**config.mk**
```make
export PLATFORM = sky130hd
export DESIGN_NAME = cgl_scan_seq
export DESIGN_NICKNAME = d
export VERILOG_FILES = /design/src/rtl/cgl_pkg.sv /design/src/rtl/cgl_list_store.sv /design/src/rtl/cgl_issue_ctrl.sv /design/src/rtl/cgl_scan_seq.sv
export SDC_FILE = /design/constraint.sdc
export NUM_CORES = 1
export LEC_CHECK = 0
export BUFFER_PORTS_ARGS = -buffer_cell sky130_fd_sc_hd__buf_4
export CORE_AREA = 2 2 105 107
export CTS_CLUSTER_SIZE = 12
export DETAILED_ROUTE_END_ITERATION = 12
export DIE_AREA = 0 0 107 109
export PLACE_DENSITY = 0.75
export RECOVER_POWER = 25
export SYNTH_ARGS = -nofsm -noshare
export SYNTH_HDL_FRONTEND = slang
export SYNTH_HIERARCHICAL = 1
export SYNTH_SLANG_ARGS = --single-unit
export TNS_END_PERCENT = 5
```
**constraint.sdc**
```tcl
create_clock -name clk -period 2.9 [get_ports clk]
set_input_delay 0.29 -clock clk [delete_from_list [all_inputs] [get_ports clk]]
set_output_delay 0.29 -clock clk [all_outputs]
set_load 0.02 [all_outputs]
```
**src/rtl/cgl_pkg.sv**
```systemverilog
package cgl_pkg;

    localparam int CGL_DEPTH  = 16;
    localparam int CGL_CHAN_W = 4;
    localparam int CGL_GAIN_W = 2;
    localparam int CGL_FACT_W = 1 << CGL_GAIN_W;

    typedef enum logic [1:0] {
        MODE_SINGLE = 2'd0,
        MODE_CONT   = 2'd1,
        MODE_SCAN   = 2'd2,
        MODE_OFF    = 2'd3
    } seq_mode_e;

    typedef struct packed {
        logic [CGL_CHAN_W-1:0] chan;
        logic [CGL_GAIN_W-1:0] gain;
    } cg_entry_t;

    // Gain code n selects an amplification of 2**n.
    function automatic logic [CGL_FACT_W-1:0] gain_to_factor(input logic [CGL_GAIN_W-1:0] code);
        return CGL_FACT_W'(1) << code;
    endfunction

    function automatic logic clocked_mode(input seq_mode_e m);
        return (m == MODE_CONT) || (m == MODE_SCAN);
    endfunction

endpackage

```
**src/rtl/cgl_list_store.sv**
```systemverilog
module cgl_list_store
    import cgl_pkg::*;
#(
    parameter int DEPTH = CGL_DEPTH,
    localparam int AW = $clog2(DEPTH)
) (
    input  logic          clk,
    input  logic          rst,
    input  logic          ld_rst,
    input  logic          ld_en,
    input  logic          ld_wr,
    input  cg_entry_t     wr_entry,
    input  logic [AW-1:0] rd_addr,
    output cg_entry_t     rd_entry
);

    cg_entry_t     mem [DEPTH];
    logic [AW-1:0] wptr;
    logic          wr_go;

    assign wr_go = ld_en && ld_wr && !ld_rst;

    always_ff @(posedge clk) begin
        if (rst || ld_rst) begin
            wptr <= '0;
        end else if (wr_go) begin
            wptr <= (wptr == AW'(DEPTH - 1)) ? '0 : wptr + 1'b1;
        end
    end

    always_ff @(posedge clk) begin
        if (rst) begin
            for (int i = 0; i < DEPTH; i++) begin
                mem[i] <= '0;
            end
        end else if (wr_go) begin
            mem[wptr] <= wr_entry;
        end
    end

    assign rd_entry = mem[rd_addr];

endmodule

```
**src/rtl/cgl_issue_ctrl.sv**
```systemverilog
module cgl_issue_ctrl
    import cgl_pkg::*;
#(
    parameter int DEPTH = CGL_DEPTH,
    localparam int AW = $clog2(DEPTH)
) (
    input  logic          clk,
    input  logic          rst,
    input  seq_mode_e     mode,
    input  logic          start,
    input  logic          pacer_tick,
    input  logic          conv_busy,
    input  logic          err_clr,
    input  logic [AW-1:0] last_addr,
    output logic [AW-1:0] rd_addr,
    input  cg_entry_t     rd_entry,
    output logic [AW-1:0] cur_addr,
    output cg_entry_t     cur_entry,
    output logic          conv_start,
    output logic          scan_done,
    output logic          trig_err,
    output logic          active
);

    logic [AW-1:0] ptr;
    logic          rewind;
    logic          req;
    logic          at_last;

    assign rd_addr = ptr;
    assign at_last = (ptr == last_addr) || (ptr == AW'(DEPTH - 1));

    always_comb begin
        rewind = start && clocked_mode(mode);
        req    = ((mode == MODE_SINGLE) && start)
              || (clocked_mode(mode) && active && pacer_tick && !start);
    end

    always_ff @(posedge clk) begin
        if (rst) begin
            ptr        <= '0;
            cur_addr   <= '0;
            cur_entry  <= '0;
            conv_start <= 1'b0;
            scan_done  <= 1'b0;
            trig_err   <= 1'b0;
            active     <= 1'b0;
        end else begin
            conv_start <= 1'b0;
            scan_done  <= 1'b0;
            trig_err   <= (trig_err && !err_clr) || (req && conv_busy);
            if (!clocked_mode(mode)) begin
                active <= 1'b0;
            end
            if (rewind) begin
                ptr    <= '0;
                active <= 1'b1;
            end else if (req && !conv_busy) begin
                cur_entry  <= rd_entry;
                cur_addr   <= ptr;
                conv_start <= 1'b1;
                scan_done  <= (ptr == last_addr);
                ptr        <= at_last ? '0 : ptr + 1'b1;
                if ((mode == MODE_SCAN) && (ptr == last_addr)) begin
                    active <= 1'b0;
                end
            end
        end
    end

endmodule

```
**src/rtl/cgl_scan_seq.sv**
```systemverilog
module cgl_scan_seq
    import cgl_pkg::*;
#(
    parameter int DEPTH = CGL_DEPTH,
    localparam int AW = $clog2(DEPTH)
) (
    input  logic                  clk,
    input  logic                  rst,
    input  logic                  ld_rst,
    input  logic                  ld_en,
    input  logic                  ld_wr,
    input  logic [CGL_CHAN_W-1:0] ld_chan,
    input  logic [CGL_GAIN_W-1:0] ld_gain,
    input  logic                  fin_wr,
    input  logic [AW-1:0]         fin_data,
    output logic [AW-1:0]         fin_addr_q,
    input  logic [1:0]            mode,
    input  logic                  sw_start,
    input  logic                  ext_trig,
    input  logic                  ext_trig_en,
    input  logic                  pacer_tick,
    input  logic                  conv_busy,
    input  logic                  err_clr,
    output logic [AW-1:0]         cur_addr,
    output logic [CGL_CHAN_W-1:0] mux_chan,
    output logic [CGL_GAIN_W-1:0] gain_code,
    output logic [CGL_FACT_W-1:0] gain_factor,
    output logic                  conv_start,
    output logic                  scan_done,
    output logic                  trig_err,
    output logic                  scan_active
);

    cg_entry_t     wr_entry;
    cg_entry_t     rd_entry;
    cg_entry_t     cur_entry;
    logic [AW-1:0] rd_addr;
    logic          start;
    seq_mode_e     mode_e;

    assign wr_entry = '{chan: ld_chan, gain: ld_gain};
    assign start    = sw_start || (ext_trig && ext_trig_en);
    assign mode_e   = seq_mode_e'(mode);

    always_ff @(posedge clk) begin
        if (rst) begin
            fin_addr_q <= AW'(DEPTH - 1);
        end else if (fin_wr) begin
            fin_addr_q <= fin_data;
        end
    end

    cgl_list_store #(.DEPTH(DEPTH)) u_store (
        .clk      (clk),
        .rst      (rst),
        .ld_rst   (ld_rst),
        .ld_en    (ld_en),
        .ld_wr    (ld_wr),
        .wr_entry (wr_entry),
        .rd_addr  (rd_addr),
        .rd_entry (rd_entry)
    );

    cgl_issue_ctrl #(.DEPTH(DEPTH)) u_ctrl (
        .clk        (clk),
        .rst        (rst),
        .mode       (mode_e),
        .start      (start),
        .pacer_tick (pacer_tick),
        .conv_busy  (conv_busy),
        .err_clr    (err_clr),
        .last_addr  (fin_addr_q),
        .rd_addr    (rd_addr),
        .rd_entry   (rd_entry),
        .cur_addr   (cur_addr),
        .cur_entry  (cur_entry),
        .conv_start (conv_start),
        .scan_done  (scan_done),
        .trig_err   (trig_err),
        .active     (scan_active)
    );

    assign mux_chan    = cur_entry.chan;
    assign gain_code   = cur_entry.gain;
    assign gain_factor = gain_to_factor(cur_entry.gain);

endmodule

```
# == Word-level counts from Yosys, hierarchy flattened ==
# Memory sizes are Yosys's and may differ from the RTL's. A register that Yosys moved wholly into a read port is not among the register bits.
# Index checks and enable logic that the tools add are counted.
# op_classes
add_sub_neg,2
eq_ne,5
n_shift,1
n_mux,15
bitwise_logic,2
n_reduce_logical,27
# op_table
op,n
$logic_and 1x1->1,12
$mux 4,3
$mux 1,11
$add 4x1->4 const B,2
$eq 4x4->1 const B,2
$logic_or 1x1->1,6
$mux 6,1
$reduce_or 6->1,1
$eq 4x4->1,1
$logic_not 1->1,4
$shl 1x2->4 const A,1
$reduce_or 3->1,1
$eq 2x1->1 const B,1
$eq 2x2->1 const B,1
$logic_not 2->1,1
$not 1->1,2
$reduce_and 2->1,1
$reduce_or 2->1,1
# totals
reg_bits,20
mem_bits_rw,96
inputBits,24
output_inout_bits,22
n_memories,1
# memory_table
name,depth,width,read_ports,rd_ports_with_merged_regs,write_ports,line,source
u_store.mem,16,6,1,1,16,cgl_list_store.sv:17,cg_entry_t mem [DEPTH];

# == Depth between registers and ports, before layout ==
# Gate-level depths: netlist of run 1.
# depth
word_depth,9
depth_mapped,7
depth_no_buf,6

# == Cells and area by module ==
# The synthesis of run 1 kept the hierarchy.
# modules_own_cells
module,n_inst,cells_per_inst,area_per_inst_um2
cgl_list_store,1,338,4639.4
cgl_issue_ctrl,1,79,809.5
cgl_scan_seq,1,17,170.2

# == Worst setup path after synthesis of run 1 ==
# No wires, ideal clock.
# synth_path
kind,reg-to-reg
start,"register, netlist name u_ctrl/rd_addr[0]"
end,"register, netlist name u_ctrl/cur_entry[3]"
setup_time_ns,0.128
arrival_ns,1.662
required_ns,2.772
path_slack_ns,1.110
path_stages_with_launch,8
n_path_buf,2
cell_sequence,dfxtp_1 > buf_6 > buf_6 > mux4_1 > a22oi_1 > nand2_1 > mux2i_1 > nor2_1

==> results of run 1 <==
## worst max-delay path, stage by stage
cell and delay (ns):
dlygate4sd3_1 0.53, clkbuf_1 0.17, nor4bb_1 0.29, clkbuf_1 0.30, nand2_1 0.11, clkbuf_1 0.47, o21bai_1 0.29, buf_4 0.20
## per-layer routing
metal	wire length (um)	global-route usage, %	up-vias
li1	-	-	1710
met1	5260	30.1	1824
met2	6410	38.7	207
met3	1010	6.34	28
met4	284	9.09	0
met5	0	0	-
## kinds of logic (layout without fill, tap and decap cells)
family / count (synthesis) / after routing / synth area share, %
AND/OR/NAND/NOR: 187 / 187 / 14.9
flip-flops: 122 / 122 / 60.6
AO/OA/AOI/OAI: 45 / 45 / 6.10
multiplexers: 36 / 36 / 12.6
buffers and inverters: 28 / 101 / 2.81
adder cells (fa/ha/maj): 8 / 8 / 1.78
XOR/XNOR: 8 / 8 / 1.25
## layout make-up
class / count / area share (%)
inverters: 5 / 0.280
repair buffers: 64 / 6.01
clock buffers: 17 / 6.18
clock inverters: 15 / 3.77
multi-input cells: 284 / 30.3
well taps: 140 / 2.61
flip-flops and latches: 122 / 50.8
## registers in the layout, indices dropped and copies added, names as in the netlist, 4 cells and up
name / count
fin_addr_q: 4
u_store/wptr: 4
u_ctrl/rd_addr: 4
u_store/mem: 96
u_ctrl/cur_addr: 4
u_ctrl/cur_entry: 6
## synthesized netlist by cell type
cell type	number
clkbuf_2	1
and2_1	8
a22oi_1	12
buf_6	5
o21ai_0	1
a211o_1	4
xor2_1	1
a2bb2oi_1	1
nor2b_1	12
nor4bb_1	1
or4_1	1
nand2b_1	3
nor4b_1	2
mux2i_1	12
a21oi_1	4
nand2_1	37
mux4_1	12
nor3b_2	1
ha_1	8
a221oi_2	1
nand3b_1	2
o21bai_1	12
buf_4	1
nand2_2	1
a21o_1	2
nand3_1	2
a211oi_1	3
buf_2	8
dfxtp_1	26
clkbuf_1	6
xnor2_1	7
a31oi_1	1
nor2_1	109
nand4b_1	2
nor3_1	3
mux4_2	12
nand4b_4	1
buf_1	2
a31o_2	4
nand4_1	1
inv_1	5
and2_0	1
edfxtp_1	96
## path summary, 6_finish.rpt
path | slack, ns | from | end | cells past startpoint
hold / removal | 0.05 | fin_wr | fin_addr_q[0]$_SDFFE_PP1P_ | 2
setup / recovery | 0.48 | ld_rst | u_store/mem[7][2]$_SDFFCE_PN0P_ | 8
hold reg to reg | 0.50 | u_ctrl/cur_entry[3]$_SDFFE_PP0P_ | u_ctrl/cur_entry[3]$_SDFFE_PP0P_ | 2
setup reg to reg | 0.76 | u_ctrl/rd_addr[0]$_SDFFE_PP0P_ | u_ctrl/cur_entry[1]$_SDFFE_PP0P_ | 6
## report_power, final
part | internal [mW] | switching [mW]
clock | 1.64 | 0.728
sequential | 1.94 | 0.0247
combinational | 0.118 | 0.140
total | 3.70 | 0.892
## what timing repair did
item                      in CTS  in global routing
hold buffers                   5                  0
hold endpoints to repair       8                  0
gates resized for setup        0                  0
## metrics by stage
stage | instance area [um^2] | std cells | setup slack, ns | hold WS (ns) | util (%)
detailed placement | 6100 | 610 | 0.839 | 0.493 | 57.5
CTS | 6820 | 647 | 0.748 | 0.0223 | 64.3
finish | 6700 | 647 | 0.483 | 0.0484 | 63.2
global placement | 6100 | 610 | 0.887 | 0.475 | 57.5
global route | 6700 | 647 | 0.347 | 0.0471 | 63.2
floorplan | 5620 | 434 | 1.11 | 0.361 | -
==> out/metrics.cfg, run 1 <==
[timing]
hold_violations = 0
maxSlewViolCount = 0
timing.fmax_mhz = 414
skew_ns = 0.0138
max_slew_margin_pct = 28.1
finalSetupViolCount = 0
finalCritPeriodShare_pct = 83.4
worst_slew_pin_slew_ns = 1.08
rsz0062_at_grt = no
fin_crit_ns = 2.42
tns_ns = 0

[final_layout]
area_delta_synth_final_pct = 19.2
multiInputGateArea_um2 = 2030
layout_commonest_cell = nor2_1
drive_gt1_share_pct = 16.2
regArea_um2 = 3400
n_antenna_cell = 0
fin_nets = 526
layout_common_cells = nor2_1, edfxtp_1, nand2_1, buf_4, dfxtp_1
fillCellCount = 780

[placed_design]
gp_routability_congestion = 0.858
portBuffers = 45
hpwl_um = 8520

[setup_path]
cp.required_ns = 3.12
crit_fanout = 19
cp-start-kind = primary input
cp.arrival_ns = 2.64
end_kind = flop
critPathKind = in2reg

[floorplanning]
core_um2 = 10600
io_pins = 46
die_area_um2 = 11700
row_count = 38
start_util_pct = 53.0
fp.dieW_um = 107
dieHeight_um = 109

[yosys]
syn_avg_cell_area_um2 = 12.9
yosys-top-cells-area = edfxtp_1, dfxtp_1, nor2_1
ys_seq_area_share_pct = 60.6
ys_warn_count = 6
netlist_instances = 434
synth_top_area_share_pct = 51.3
syn-cell-area_um2 = 5620
yosys.cell_types.count = 43
yosysTopAreaCell = edfxtp_1
synth_seq_cells = 122
synth.net_count = 466

[clock_network]
cts_buffer_depth = 2
cts_buffers = 17
cts.sinks = 122
cts_tree = yes
root_buffer = clkbuf_8
clkTransAtPathRegs_ns = 0.05
clock_latency_ns = 0.52
htree_levels = 4
post_cts_buffers = 0

[grt]
grt_antenna_before_repair = 0
grt_pass1_vias = 3590
grt_max_degree = 41
track_usage_pct = 23.6
grt_pass1_wl_um = 20000
grt_remaining_overflow = 0

[route]
drc = 0
dr.pass1.iters = 6
drt_first_iter_violations = 403
vias_per_cell = 5.83
num_vias = 3769
antenna_left = 0
wirelength_um = 13000
wl_per_cell_um = 20.0

[pwr]
peakVddDrop_mv = 0.376
p_leak_nw = 2.37
power_density_nw_per_um2 = 685
power_mw = 4.59

[outcome]
status = finished, final reports clean

[job]
cap_violations = 0

[min_path]
hold_path_class = in2reg

No activity file was read; power rests on OpenSTA's default activity.
==> run 2, diff against run 1 <==
- ABC_AREA: unset -> 1
- CORE_AREA: 2 2 105 107 -> 2 2 109 111
- DIE_AREA: 0 0 107 109 -> 0 0 111 113
- PLACE_DENSITY: 0.75 -> 0.76
- clock period: 2.9 -> 2.3 ns (I/O delays scaled with it)
==> run 2 against run 1 <==
Design area increased by 3.8%. Worst hold slack got worse by 0.028 ns. Routed wire length increased by 5.1%. Total power increased by 15%. Global-route usage decreased by 0.72 points. Utilization decreased by 1.5 points. Setup slack got worse by 0.070 ns. First-iteration DRC count increased by 20%. Clock-buffer cell count increased by 4. Cell count increased by 43%. Synthesized area increased by 8.9%. Die area increased by 7.5%.
==> out/metrics.cfg, run 2 <==
[setup_path]
cp.depth = 7  ; -1
end_kind = flop
crit_fanout = 12  ; -7
reg2reg_depth = 7  ; +1
r2r-start = u_ctrl/active$_SDFF_PP0_
path_cells = nand3_2 > nand2_1 > nand3_4 > nor2_1 > inv_2 > nor2_1 > nor2_1
cp.arrival_ns = 2.20  ; -0.44 ns
crit_top_cell = nor2_1
critPathBufInv = 1  ; -4
worst_path_max_delay_cell = nor2_1
reg2reg_slack_ns = 0.41  ; -0.35 ns
critPathKind = reg2reg
crit_family = simple AND/OR/NAND/NOR gates
crit_path_start = u_ctrl/active$_SDFF_PP0_
slowest_delay_ns = 0.56  ; +0.03 ns
cp-start-kind = flop
cp.required_ns = 2.61  ; -0.51 ns

[yosys]
synth_edf_count = 96  ; unchanged
yosys-top-cells-area = edfxtp_1, nand2_1, dfxtp_1
syn-cell-area_um2 = 6120  ; +8.9%
synth_top_area_share_pct = 47.1  ; -4.2 points
syn_avg_cell_area_um2 = 8.45  ; -35%
synth.most_common_cell = nand2_1
synthTopCellsByCount = nand2_1, nor2_1, inv_1, edfxtp_1, nand3_1
yosys.cell_types.count = 32  ; -26%
synth-async-reset-ratio_pct = 0  ; unchanged
ys_warn_count = 6  ; unchanged
synth_seq_cells = 122  ; unchanged
netlist_instances = 724  ; +67%
synth_ff_type = edfxtp_1
yosysTopAreaCell = edfxtp_1
synth.net_count = 756  ; +62%
ys_seq_area_share_pct = 55.6  ; -5.0 points

[min_path]
min-delay-start = fin_data[3]
hold_path_class = in2reg
whs_path_depth = 3  ; +1

[clock_network]
cts_tree = yes
cts_buffers = 17  ; unchanged
clkTransAtPathRegs_ns = 0.05  ; about the same
ctsHoldBuffers = 0  ; -5
cts_buffer_depth = 2  ; unchanged
clock_latency_ns = 0.42  ; -0.10 ns
post_cts_buffers = 0  ; unchanged
root_buffer = clkbuf_16
cts.sinks = 122  ; unchanged
cts_resized = 0  ; unchanged
htree_levels = 4  ; unchanged

[pwr]
p_leak_nw = 3.23  ; +36%
peakVddDrop_mv = 0.553  ; +47%
power_mw = 5.30  ; +15%
power_density_nw_per_um2 = 762  ; +11%

[timing]
finalCritPeriodShare_pct = 82.0
max_slew_margin_pct = 46.7  ; +19 points
maxSlewViolCount = 0  ; unchanged
worst_slew_pin_slew_ns = 0.799  ; -0.279 ns
tns_ns = 0  ; unchanged
skew_ns = 0.00528  ; -0.00853 ns
rsz0062_at_grt = no
finalSetupViolCount = 0  ; unchanged
timing.fmax_mhz = 530
hold_violations = 0  ; unchanged
fin_ws_ns = 0.413  ; -0.0698 ns
fin_crit_ns = 1.89
whs_ns = 0.0201  ; -0.0283 ns

[grt]
grt_remaining_overflow = 0  ; unchanged
busiest_layer = met2
met2_usage_pct = 37.8  ; -0.93 points
grt_antenna_before_repair = 0  ; unchanged
grt_pass1_vias = 4545  ; +27%
use_met1_pct = 29.5  ; -0.60 points
grtUsageMet3_pct = 5.09  ; -1.2 points
grt_pass1_wl_um = 22300  ; +11%
track_usage_pct = 22.8  ; -0.72 points
grt_max_degree = 55  ; +34%

[final_layout]
reg_top3 = u_store/mem: 96 flops, u_ctrl/cur_entry: 6 flops
area_delta_synth_final_pct = 13.6
design_area_um2 = 6950  ; +3.8%
layout_commonest_cell = nand2_1
regMostFlops = u_store/mem
layout_common_cells = nand2_1, nor2_1, inv_1, edfxtp_1, nand3_1
fin_cells = 925  ; +43%
n_antenna_cell = 0  ; unchanged
largest_reg_flops = 96  ; unchanged
drive_gt1_share_pct = 12.8  ; -3.4 points
utilization_pct = 61.7  ; -1.5 points
fin_nets = 801  ; +52%

[route]
drt_first_iter_violations = 483  ; +20%
wirelength_um = 13600  ; +5.1%
antenna_left = 0  ; unchanged
num_vias = 4770  ; +27%
dr.pass1.iters = 5  ; -1
drc = 0  ; unchanged
vias_per_cell = 5.16  ; -11%
wl_per_cell_um = 14.7  ; -27%

[outcome]
status = finished, final reports clean

[floorplanning]
die_area_um2 = 12500  ; +7.5%
dieHeight_um = 113  ; +3.7%
start_util_pct = 54.3  ; +1.3 points
row_count = 39  ; +2.6%
core_um2 = 11300  ; +6.3%
io_pins = 46  ; unchanged
fp.dieW_um = 111  ; +3.7%

[placed_design]
place_area_um2 = 6550  ; +7.4%
dpl_worst_slack_ns = 0.590  ; -0.249 ns
portBuffers = 45  ; unchanged
gp_routability_congestion = 0.878  ; +2.4%
post-place-cells = 893  ; +46%
hpwl_um = 9150  ; +7.3%

[job]
cap_violations = 0  ; unchanged

## run 2: changes by cell type after synthesis, sizes merged, moves of 11 or more
cell    previous run  this run
mux4              24         0
a22oi             12         0
nand3              2        90
mux2i             12         0
nor2             109       139
nand2             38       194
o21bai            12         0
nor2b             12         0
o21ai              1        12
inv                5       120
## run 2: cells by family (layout without fill, tap and decap cells)
family,count (synthesis),in the layout,synth area share (%)
buf+inv,147,205,9.77
simple gates,425,425,30.8
compound gates,18,18,1.59
flops,122,122,55.6
fa+ha+maj,8,8,1.64
xor+xnor,4,4,0.572
## run 2: where the power goes
| part | internal, mW | switching, mW |
|---|---|---|
| combinational | 0.138 | 0.320 |
| sequential | 2.46 | 0.0352 |
| clock | 1.46 | 0.896 |
| total | 4.05 | 1.25 |
## run 2: per-layer routing
layer,share of wire (%),wire length [um]
met1,43,5850
met4,1.8,252
met2,48,6520
met5,0,0
met3,7.4,1010
## run 2: worst min-delay path, stage by stage
cell and delay (ns):
buf_4 0.08, nand2_1 0.04, nand3_1 0.07
## run 2: worst paths after layout
check / endpoint
setup reg to reg: u_ctrl/cur_entry[0]$_SDFFE_PP0P_
setup / recovery: u_ctrl/cur_entry[0]$_SDFFE_PP0P_
hold / removal: fin_addr_q[3]$_SDFFE_PP1P_
hold reg to reg: fin_addr_q[2]$_SDFFE_PP1P_
## run 2: final cells by class
class,count,area (um^2)
clock buffer,21,440
clock inverter,11,80.1
fill,942,4320
inverter,121,458
multi-input combinational,455,2080
sequential,122,3400
tap,143,179
timing repair buffer,52,315
